**src/rtl/pci_cs_pkg.sv**
```systemverilog
// Package: bit positions and widths shared by the command/status register pair.
// Assumes a 32-bit configuration dword with command in the low half.
package pci_cs_pkg;
    localparam int HALF_W   = 16;
    localparam int DWORD_W  = 32;
    localparam int BE_W     = DWORD_W / 8;

    // command bit positions (decoded by the bus engines)
    localparam int C_IO      = 0;
    localparam int C_MEM     = 1;
    localparam int C_MASTER  = 2;
    localparam int C_SPECIAL = 3;
    localparam int C_MWI     = 4;
    localparam int C_SNOOP   = 5;
    localparam int C_PARRESP = 6;
    localparam int C_WAIT    = 7;
    localparam int C_SERR    = 8;
    localparam int C_FB2B    = 9;
    localparam int CMD_IMPL  = 10;

    // status bit positions
    localparam int S_CAPLIST = 4;
    localparam int S_66MHZ   = 5;
    localparam int S_FB2B    = 7;
    localparam int S_DPD     = 8;
    localparam int S_DEVSEL  = 9;
    localparam int S_STA     = 11;
    localparam int S_RTA     = 12;
    localparam int S_RMA     = 13;
    localparam int S_SSE     = 14;
    localparam int S_DPE     = 15;

    // sticky (write-one-to-clear) bits of the status word
    localparam logic [HALF_W-1:0] STICKY_MASK = 16'hF900;
endpackage

```
**src/rtl/pci_cs_cmd_reg.sv**
```systemverilog
// Command register: byte-gated writable store of the implemented command bits.
// Assumes wr_hit is a single-cycle qualified write; reserved bits stay zero.
module pci_cs_cmd_reg
    import pci_cs_pkg::*;
#(
    parameter int W    = HALF_W,
    parameter int IMPL = CMD_IMPL,
    localparam int NB  = W / 8
) (
    input  logic          clk,
    input  logic          rst_n,
    input  logic          wr_hit,
    input  logic [NB-1:0] be,
    input  logic [W-1:0]  wdata,
    output logic [W-1:0]  cmd_word
);
    localparam logic [W-1:0] IMPL_MASK = W'((1 << IMPL) - 1);

    logic [W-1:0] cmd_q;
    logic [W-1:0] cmd_d;

    // merge enabled write bytes over the held value
    always_comb begin
        cmd_d = cmd_q;
        for (int b = 0; b < NB; b++) begin
            if (wr_hit && be[b]) cmd_d[b*8 +: 8] = wdata[b*8 +: 8];
        end
        cmd_d = cmd_d & IMPL_MASK;
    end

    // store command, cleared by bus reset
    always_ff @(posedge clk) begin
        if (!rst_n) cmd_q <= '0;
        else        cmd_q <= cmd_d;
    end

    assign cmd_word = cmd_q;

    p_hold_r2: assert property (@(posedge clk) disable iff (!rst_n)
        !wr_hit |=> $stable(cmd_q));
    p_be_gate_r2: assert property (@(posedge clk) disable iff (!rst_n)
        (wr_hit && !be[0]) |=> $stable(cmd_q[7:0]));
    p_rsvd_zero_r1: assert property (@(posedge clk) disable iff (!rst_n)
        wr_hit |=> (cmd_q[W-1:IMPL] == '0));
endmodule

```
**src/rtl/pci_cs_status_reg.sv**
```systemverilog
// Status register: sticky event bits (set by hardware, cleared by writing one)
// combined with parameter-fixed read-only fields. Event set wins over clear.
module pci_cs_status_reg
    import pci_cs_pkg::*;
#(
    parameter int          W           = HALF_W,
    parameter bit          CAP_LIST    = 1'b0,
    parameter bit          CAP_66MHZ   = 1'b0,
    parameter bit          FB2B_CAP    = 1'b0,
    parameter logic [1:0]  DEVSEL_CODE = 2'b01,
    localparam int NB = W / 8
) (
    input  logic          clk,
    input  logic          rst_n,
    input  logic          wr_hit,
    input  logic [NB-1:0] be,
    input  logic [W-1:0]  wdata,
    input  logic          par_resp,
    input  logic          is_master,
    input  logic          ev_par_err,
    input  logic          ev_tgt_abort_sig,
    input  logic          ev_tgt_abort_rcv,
    input  logic          ev_mst_abort_rcv,
    input  logic          ev_serr_sig,
    output logic [W-1:0]  status_word
);
    localparam logic [W-1:0] RO_BITS =
        (W'(CAP_LIST)    << S_CAPLIST) |
        (W'(CAP_66MHZ)   << S_66MHZ)   |
        (W'(FB2B_CAP)    << S_FB2B)    |
        (W'(DEVSEL_CODE) << S_DEVSEL);

    logic [W-1:0] sts_q;
    logic [W-1:0] set_v;
    logic [W-1:0] clr_v;

    // event pulses mapped onto sticky bit positions
    always_comb begin
        set_v          = '0;
        set_v[S_DPD]   = ev_par_err && is_master && par_resp;
        set_v[S_STA]   = ev_tgt_abort_sig;
        set_v[S_RTA]   = ev_tgt_abort_rcv;
        set_v[S_RMA]   = ev_mst_abort_rcv;
        set_v[S_SSE]   = ev_serr_sig;
        set_v[S_DPE]   = ev_par_err;
    end

    // write-one-to-clear vector, gated per byte
    always_comb begin
        clr_v = '0;
        for (int b = 0; b < NB; b++) begin
            if (wr_hit && be[b]) clr_v[b*8 +: 8] = wdata[b*8 +: 8];
        end
    end

    // sticky bits: clear first, then set so a coincident event is kept
    always_ff @(posedge clk) begin
        if (!rst_n) sts_q <= '0;
        else        sts_q <= ((sts_q & ~clr_v) | set_v) & STICKY_MASK;
    end

    assign status_word = sts_q | RO_BITS;

    p_set_rma_r5: assert property (@(posedge clk) disable iff (!rst_n)
        ev_mst_abort_rcv |=> sts_q[S_RMA]);
    p_evwins_r8: assert property (@(posedge clk) disable iff (!rst_n)
        ev_tgt_abort_sig |=> sts_q[S_STA]);
    p_dpd_gate_r6: assert property (@(posedge clk) disable iff (!rst_n)
        (!(ev_par_err && is_master && par_resp) && !sts_q[S_DPD]) |=> !sts_q[S_DPD]);
    p_clear_dpe_r7: assert property (@(posedge clk) disable iff (!rst_n)
        (wr_hit && be[NB-1] && wdata[S_DPE] && !ev_par_err) |=> !sts_q[S_DPE]);
    p_zero_keeps_r7: assert property (@(posedge clk) disable iff (!rst_n)
        (sts_q[S_SSE] && !(wr_hit && be[NB-1] && wdata[S_SSE])) |=> sts_q[S_SSE]);
endmodule

```
**src/rtl/pci_cmdstat_regs.sv**
```systemverilog
// Top: command/status dword of a PCI configuration header. Decodes the
// command into enables, flags the offline state and registers read data.
// Assumes strobes are single-cycle and synchronous to clk.
module pci_cmdstat_regs
    import pci_cs_pkg::*;
#(
    parameter bit         CAP_LIST    = 1'b0,
    parameter bit         CAP_66MHZ   = 1'b0,
    parameter bit         FB2B_CAP    = 1'b0,
    parameter logic [1:0] DEVSEL_CODE = 2'b01
) (
    input  logic                clk,
    input  logic                rst_n,
    input  logic                cfg_wr,
    input  logic                cfg_rd,
    input  logic                cfg_sel,
    input  logic [BE_W-1:0]     cfg_be,
    input  logic [DWORD_W-1:0]  cfg_wdata,
    output logic [DWORD_W-1:0]  cfg_rdata,
    input  logic                is_master,
    input  logic                ev_par_err,
    input  logic                ev_tgt_abort_sig,
    input  logic                ev_tgt_abort_rcv,
    input  logic                ev_mst_abort_rcv,
    input  logic                ev_serr_sig,
    output logic                en_io,
    output logic                en_mem,
    output logic                en_master,
    output logic                en_special,
    output logic                en_mwi,
    output logic                en_snoop,
    output logic                en_par_resp,
    output logic                en_wait,
    output logic                en_serr,
    output logic                en_fb2b,
    output logic                fn_offline
);
    localparam int HB = BE_W / 2;

    logic              wr_hit;
    logic              rd_hit;
    logic [HALF_W-1:0] cmd_word;
    logic [HALF_W-1:0] status_word;
    logic [DWORD_W-1:0] rd_q;

    assign wr_hit = cfg_wr && cfg_sel;
    assign rd_hit = cfg_rd && cfg_sel;

    pci_cs_cmd_reg #(.W(HALF_W), .IMPL(CMD_IMPL)) u_cmd (
        .clk      (clk),
        .rst_n    (rst_n),
        .wr_hit   (wr_hit),
        .be       (cfg_be[HB-1:0]),
        .wdata    (cfg_wdata[HALF_W-1:0]),
        .cmd_word (cmd_word)
    );

    pci_cs_status_reg #(
        .W(HALF_W), .CAP_LIST(CAP_LIST), .CAP_66MHZ(CAP_66MHZ),
        .FB2B_CAP(FB2B_CAP), .DEVSEL_CODE(DEVSEL_CODE)
    ) u_sts (
        .clk              (clk),
        .rst_n            (rst_n),
        .wr_hit           (wr_hit),
        .be               (cfg_be[BE_W-1:HB]),
        .wdata            (cfg_wdata[DWORD_W-1:HALF_W]),
        .par_resp         (cmd_word[C_PARRESP]),
        .is_master        (is_master),
        .ev_par_err       (ev_par_err),
        .ev_tgt_abort_sig (ev_tgt_abort_sig),
        .ev_tgt_abort_rcv (ev_tgt_abort_rcv),
        .ev_mst_abort_rcv (ev_mst_abort_rcv),
        .ev_serr_sig      (ev_serr_sig),
        .status_word      (status_word)
    );

    // capture the dword on a selected read
    always_ff @(posedge clk) begin
        if (!rst_n)      rd_q <= '0;
        else if (rd_hit) rd_q <= {status_word, cmd_word};
    end

    assign cfg_rdata = rd_q;

    // decoded enables for the bus engines
    assign en_io       = cmd_word[C_IO];
    assign en_mem      = cmd_word[C_MEM];
    assign en_master   = cmd_word[C_MASTER];
    assign en_special  = cmd_word[C_SPECIAL];
    assign en_mwi      = cmd_word[C_MWI];
    assign en_snoop    = cmd_word[C_SNOOP];
    assign en_par_resp = cmd_word[C_PARRESP];
    assign en_wait     = cmd_word[C_WAIT];
    assign en_serr     = cmd_word[C_SERR];
    assign en_fb2b     = cmd_word[C_FB2B];
    assign fn_offline  = (cmd_word == '0);

    p_offline_r4: assert property (@(posedge clk) disable iff (!rst_n)
        fn_offline |-> !(en_io || en_mem || en_master || en_serr || en_par_resp));
    p_rd_hold_r10: assert property (@(posedge clk) disable iff (!rst_n)
        !rd_hit |=> $stable(cfg_rdata));
    p_nosel_r10: assert property (@(posedge clk) disable iff (!rst_n)
        (cfg_wr && !cfg_sel) |=> $stable(cmd_word));
endmodule

```
**config.mk**
```make
export PLATFORM = sky130hd
export DESIGN_NAME = pci_cmdstat_regs
export DESIGN_NICKNAME = d
export VERILOG_FILES = /design/src/rtl/pci_cs_pkg.sv /design/src/rtl/pci_cs_cmd_reg.sv /design/src/rtl/pci_cs_status_reg.sv /design/src/rtl/pci_cmdstat_regs.sv
export SDC_FILE = /design/constraint.sdc
export NUM_CORES = 1
export LEC_CHECK = 0
export ABC_AREA = 0
export BUFFER_PORTS_ARGS = -buffer_cell sky130_fd_sc_hd__clkbuf_2
export CORE_UTILIZATION = 40
export CTS_BUF_LIST = sky130_fd_sc_hd__clkbuf_4
export DETAILED_ROUTE_END_ITERATION = 8
export PLACE_DENSITY_LB_ADDON = 0.3
export SETUP_SLACK_MARGIN = 0.3
export SYNTH_ARGS = -nofsm -noshare
export SYNTH_HDL_FRONTEND = slang
export SYNTH_SLANG_ARGS = --single-unit
```
**constraint.sdc**
```tcl
create_clock -name clk -period 1.3 [get_ports clk]
set_clock_uncertainty 0.1 [all_clocks]
set_input_delay 0.325 -clock clk [delete_from_list [all_inputs] [get_ports clk]]
set_output_delay 0.325 -clock clk [all_outputs]
set_load 0.005 [all_outputs]
```
* Yosys cells after proc, flatten, opt, wreduce, memory -nomap -nowiden
Cells that the tools add are included.
** Word-level totals
- Flip-flop bits (word level) :: 58
- Output and inout port bits :: 43
- Input port bits :: 47
- Memory bits (writable) :: 0
- ROM bits :: 0
- Word-level logic and storage cells :: 19
- Memories kept :: 0
- Latch bits :: 0
** Cells by class
- Eq/ne operators :: 0
- Divide/modulo/power cells :: 0
- Reductions and logical operators :: 9
- $add $sub $neg :: 0
- Order comparisons :: 0
- Bitwise logic cells :: 3
- Shifts and indexed selects :: 0
- Muxes and demuxes :: 2
- $mul :: 0
** Operators with widths (number)
- AND 16 bit :: 1
- logical NOT 16 bit :: 1
- two-way mux 8 bit :: 2
- inverter 16 bit :: 1
- bitwise OR 16 bit :: 1
- logical AND 1 bit :: 8

* Logic depth before layout (Yosys ltp)
- Depth after elaboration :: 6
- Mapped depth :: 4
- Depth with buffers taken out :: 2

* By module
A second synthesis with hierarchy kept.
** Second synthesis, totals
- Cells, all modules :: 243
- Area total of the unflattened synthesis :: 2301.0 sq um
** Modules (own cells, without submodules)
- pci_cmdstat_regs :: area each 1511.4 sq um, cells an instance 151, sequential area each 640.6 sq um, instances 1
- pci_cs_cmd_reg :: area each 481.7 sq um, cells an instance 54, sequential area each 200.2 sq um, instances 1
- pci_cs_status_reg :: area each 307.8 sq um, cells an instance 38, sequential area each 120.1 sq um, instances 1

* Least setup slack after synthesis
No wires, ideal clock.
- Path kind :: reg-to-output
- Start :: register u_cmd.cmd_q[9] (netlist: u_cmd.cmd_word[9])
- End :: output fn_offline
- Stages on the path, launching flop included :: 3
- Slack :: -0.208 ns
- Data arrival time :: 1.083 ns
- Required time :: 0.875 ns
- Path through :: dfxtp_1 -> or4_4 -> nor4_2
** Between the ends
- Cells in the longest elaborated chain, start to end :: 1
** RTL lines
- start: declaration :: RTL line pci_cs_cmd_reg.sv:19 : logic [W-1:0] cmd_q;
- start signal: assignment :: RTL line pci_cs_cmd_reg.sv:34 : else cmd_q <= cmd_d;
- logical NOT 16 bit :: RTL line pci_cmdstat_regs.sv:96 : assign fn_offline = (cmd_word == '0);
- end: declaration :: RTL line pci_cmdstat_regs.sv:36 : output logic fn_offline
No other way between the ends.

* Worst setup path after layout
Same ends and word-level chain as after synthesis.

==> flow_metrics.env <==
export IMPL_ir_drop_mv=0.470
export IMPL_core_area_um2=3440
export IMPL_die_y_um=63.0
export IMPL_path_class="reg -> out"
export IMPL_fin_nets=287
export IMPL_crit_path_top_delay_cell="or4_4"
export IMPL_dp_slack_ns=-0.321
export IMPL_min_from="cfg_wdata[27]"
export IMPL_period_needed_ns=1.96
export IMPL_async_flop_share_pct=0
export IMPL_synth_edf_count=0
export IMPL_violations="negative setup slack"
export IMPL_drt_iter0_drc=51
export IMPL_required_ns=0.88
export IMPL_cts_buffers=5
export IMPL_multi_input_area_um2=719
export IMPL_grt_pass1_wl_mm=5.33
export IMPL_worst_path_max_fanout=2
export IMPL_fmaxAchievable_mhz=510
export IMPL_dp_hpwl_mm=2.44
export IMPL_r2r_setup_slack_ns=0.30
export IMPL_cp_start_kind="register"
export IMPL_p_leak_nw=1.00
export IMPL_synth_top_area_share_pct=44.4
export IMPL_rsz0062_at_grt="yes"
export IMPL_ys_ff_latch=33
export IMPL_dr_pass1_iters=4
export IMPL_ioPinCount=90
export IMPL_arrival_ns=1.54
export IMPL_crit_path_end="fn_offline"
export IMPL_register_area_um2=697
export IMPL_syn_area_um2=1490
export IMPL_r2r_start="u_cmd.cmd_word[9]$_SDFFE_PN0P_"
export IMPL_ys_types=22
export IMPL_synth_top_cell_by_area="dfxtp_1"
export IMPL_grt_antenna_before_repair=0
export IMPL_drive_gt1_share_pct=54.8
export IMPL_status="complete, but fails checks"
export IMPL_cts_tree="yes"
export IMPL_critical_path_cell_chain="or4_4 > nor4_4 > buf_2"
export IMPL_rows=21
export IMPL_hold_class="in -> reg"
export IMPL_antenna_left=0
export IMPL_via_per_inst=4.75
export IMPL_wl_per_cell_um=11.5
export IMPL_ys_warn_count=0
export IMPL_cts_root_buf="clkbuf_4"
export IMPL_clk_pin_slew_ns=0.10
export IMPL_start_util_pct=43.2
export IMPL_crit_path_start="u_cmd.cmd_word[9]$_SDFFE_PN0P_"
export IMPL_ys_flop_type="dfxtp_1"
export IMPL_syn_area_per_cell_um2=8.86
export IMPL_postRouteWirelength_mm=3.30
export IMPL_place_congestion=0.757
export IMPL_die_area_um2=3970
export IMPL_r2r_end="cfg_rdata[9]$_SDFFE_PN0P_"
export IMPL_worstRegToRegCells=5
export IMPL_grt_total_usage_pct=17.2
export IMPL_critPathMaxStageDelay_ns=0.53
export IMPL_setup_viol=5
export IMPL_cts_path_max_buffers=2
export IMPL_p_total_mw=2.12
export IMPL_antennaDiodeCount=0
export IMPL_ys_seq_area_share_pct=44.4
export IMPL_postLayoutCoreUtil_pct=62.2
export IMPL_overflow=0
export IMPL_layout_setup_ws_ns=-0.661
export IMPL_clk_latency_ns=0.32
export IMPL_holdWs_ns=0.0683
export IMPL_period_share_pct=151
export IMPL_vias=1363
export IMPL_grt_pass1_vias=1185
export IMPL_finalMaxSlewViolations=0
export IMPL_syn_to_final_growth_pct=43.9
export IMPL_grt_max_degree=23
export IMPL_syn_instance_count=168
export IMPL_end_kind="primary output"
export IMPL_htreeDepth=2
export IMPL_maxCapViolCount=0
export IMPL_powerDensity_nw_per_um2=990
export IMPL_drc_errors=0
export IMPL_cts_sinks=33
export IMPL_synth_area_leaders="dfxtp_1, buf_4, a21bo_2"
export IMPL_fill_cells=308
export IMPL_io_buffers=57
export IMPL_die_width_um=63.0
export IMPL_hold_viol_final=0
[stage by stage]
| step | std cells | instance area [um2] | setup TNS, ns |
|---|---|---|---|
| floorplan | 182 | 1640 | -0.195 |
| global placement | 273 | 1890 | -0.322 |
| detailed placement | 273 | 1890 | -0.321 |
| CTS | 283 | 2050 | -0.803 |
| global route | 287 | 2140 | -1.18 |
| finish | 287 | 2140 | -0.798 |
[final cells by class]
| class | count | area share, % |
|---|---|---|
| multi-input combinational | 115 | 33.6 |
| timing repair buffer | 79 | 26.2 |
| clock buffer | 6 | 2.10 |
| clock inverter | 2 | 1.58 |
| tap | 46 | 2.69 |
| sequential | 33 | 32.6 |
| inverter | 6 | 1.29 |
[synth_stat cells (5+ instances only)]
master	count
buf_2	5
a21oi_1	17
inv_1	5
o21ai_0	6
clkbuf_1	8
buf_4	15
dfxtp_1	33
a21bo_1	5
mux2i_1	10
nand2_1	21
a31oi_1	5
a21bo_2	11
nand3_1	17
[cells in the final DEF, fill, tap and decap left out]
| cell type | count |
|---|---|
| a21bo_1 | 5 |
| a21bo_2 | 11 |
| a21oi_1 | 17 |
| a31oi_1 | 5 |
| and3_1 | 1 |
| and3_4 | 1 |
| and4_1 | 1 |
| buf_12 | 2 |
| buf_2 | 1 |
| buf_4 | 9 |
| buf_6 | 18 |
| bufinv_16 | 1 |
| clkbuf_2 | 49 |
| clkbuf_4 | 6 |
| clkinv_1 | 1 |
| clkinv_4 | 1 |
| conb_1 | 15 |
| dfxtp_1 | 6 |
| dfxtp_2 | 26 |
| dfxtp_4 | 1 |
| inv_1 | 5 |
| mux2i_1 | 10 |
| nand2_1 | 20 |
| nand2_2 | 1 |
| nand3_1 | 15 |
| nand3_2 | 2 |
| nand4_1 | 1 |
| nor2_1 | 1 |
| nor4_4 | 1 |
| o21ai_0 | 6 |
| or4_4 | 2 |
[cell families after synthesis]
| group | Yosys count | synth area share, % |
|---|---|---|
| AO/OA/AOI/OAI | 44 | 20.6 |
| AND/OR/NAND/NOR | 46 | 15.2 |
| flip-flops | 33 | 44.4 |
| multiplexers | 10 | 6.73 |
| buffers and inverters | 34 | 12.8 |
| other | 1 | 0.252 |
[layer usage]
layer	part of all wire [%]	routed length, um	up-vias	GRT usage [%]
li1	-	-	698	-
met1	47	1550	617	22.5
met2	47	1540	44	26.9
met3	5.8	192	4	5.11
met4	0.76	25	0	5.23
met5	0	0	-	0
[repair_timing]
item | in CTS | in global routing
pin swaps | 2 | 1
setup endpoints to repair | 28 | 28
hold buffers | 0 | 0
gates resized for setup | 34 | 16
setup buffers | 2 | 4
[registers in the layout, indices dropped and copies added, names as in the netlist]
register,cells
u_sts.sts_q,6
u_cmd.cmd_word,10
cfg_rdata,17
[how the worst min path moves through the flow]
stage,end,slack [ns],depth (start not counted)
global placement,u_sts.sts_q[8]$_SDFF_PN0_,0.35,2
finish,u_sts.sts_q[11]$_SDFF_PN0_,0.07,2
detailed placement,u_sts.sts_q[8]$_SDFF_PN0_,0.36,2
CTS,u_sts.sts_q[11]$_SDFF_PN0_,0.06,2
floorplan,u_sts.sts_q[11]$_SDFF_PN0_,0.33,1
global route,u_sts.sts_q[11]$_SDFF_PN0_,0.06,2
[where the power goes]
part	total (mW)	internal [mW]	switching (mW)	leakage (nW)
Combinational	0.302	0.159	0.143	0.677
Clock	0.749	0.421	0.328	0.0433
Sequential	1.07	1.05	0.0208	0.282
Total	2.12	1.63	0.492	1.00
[worst max-delay path, delay by kind of cell, from the launching register on]
kind / cells / cell delay [ns]
DFF: 1 / 0.33
buffers and inverters: 1 / 0.15
and+or+nand+nor: 2 / 0.73
Note: power is estimated with default switching activity, not from simulation.
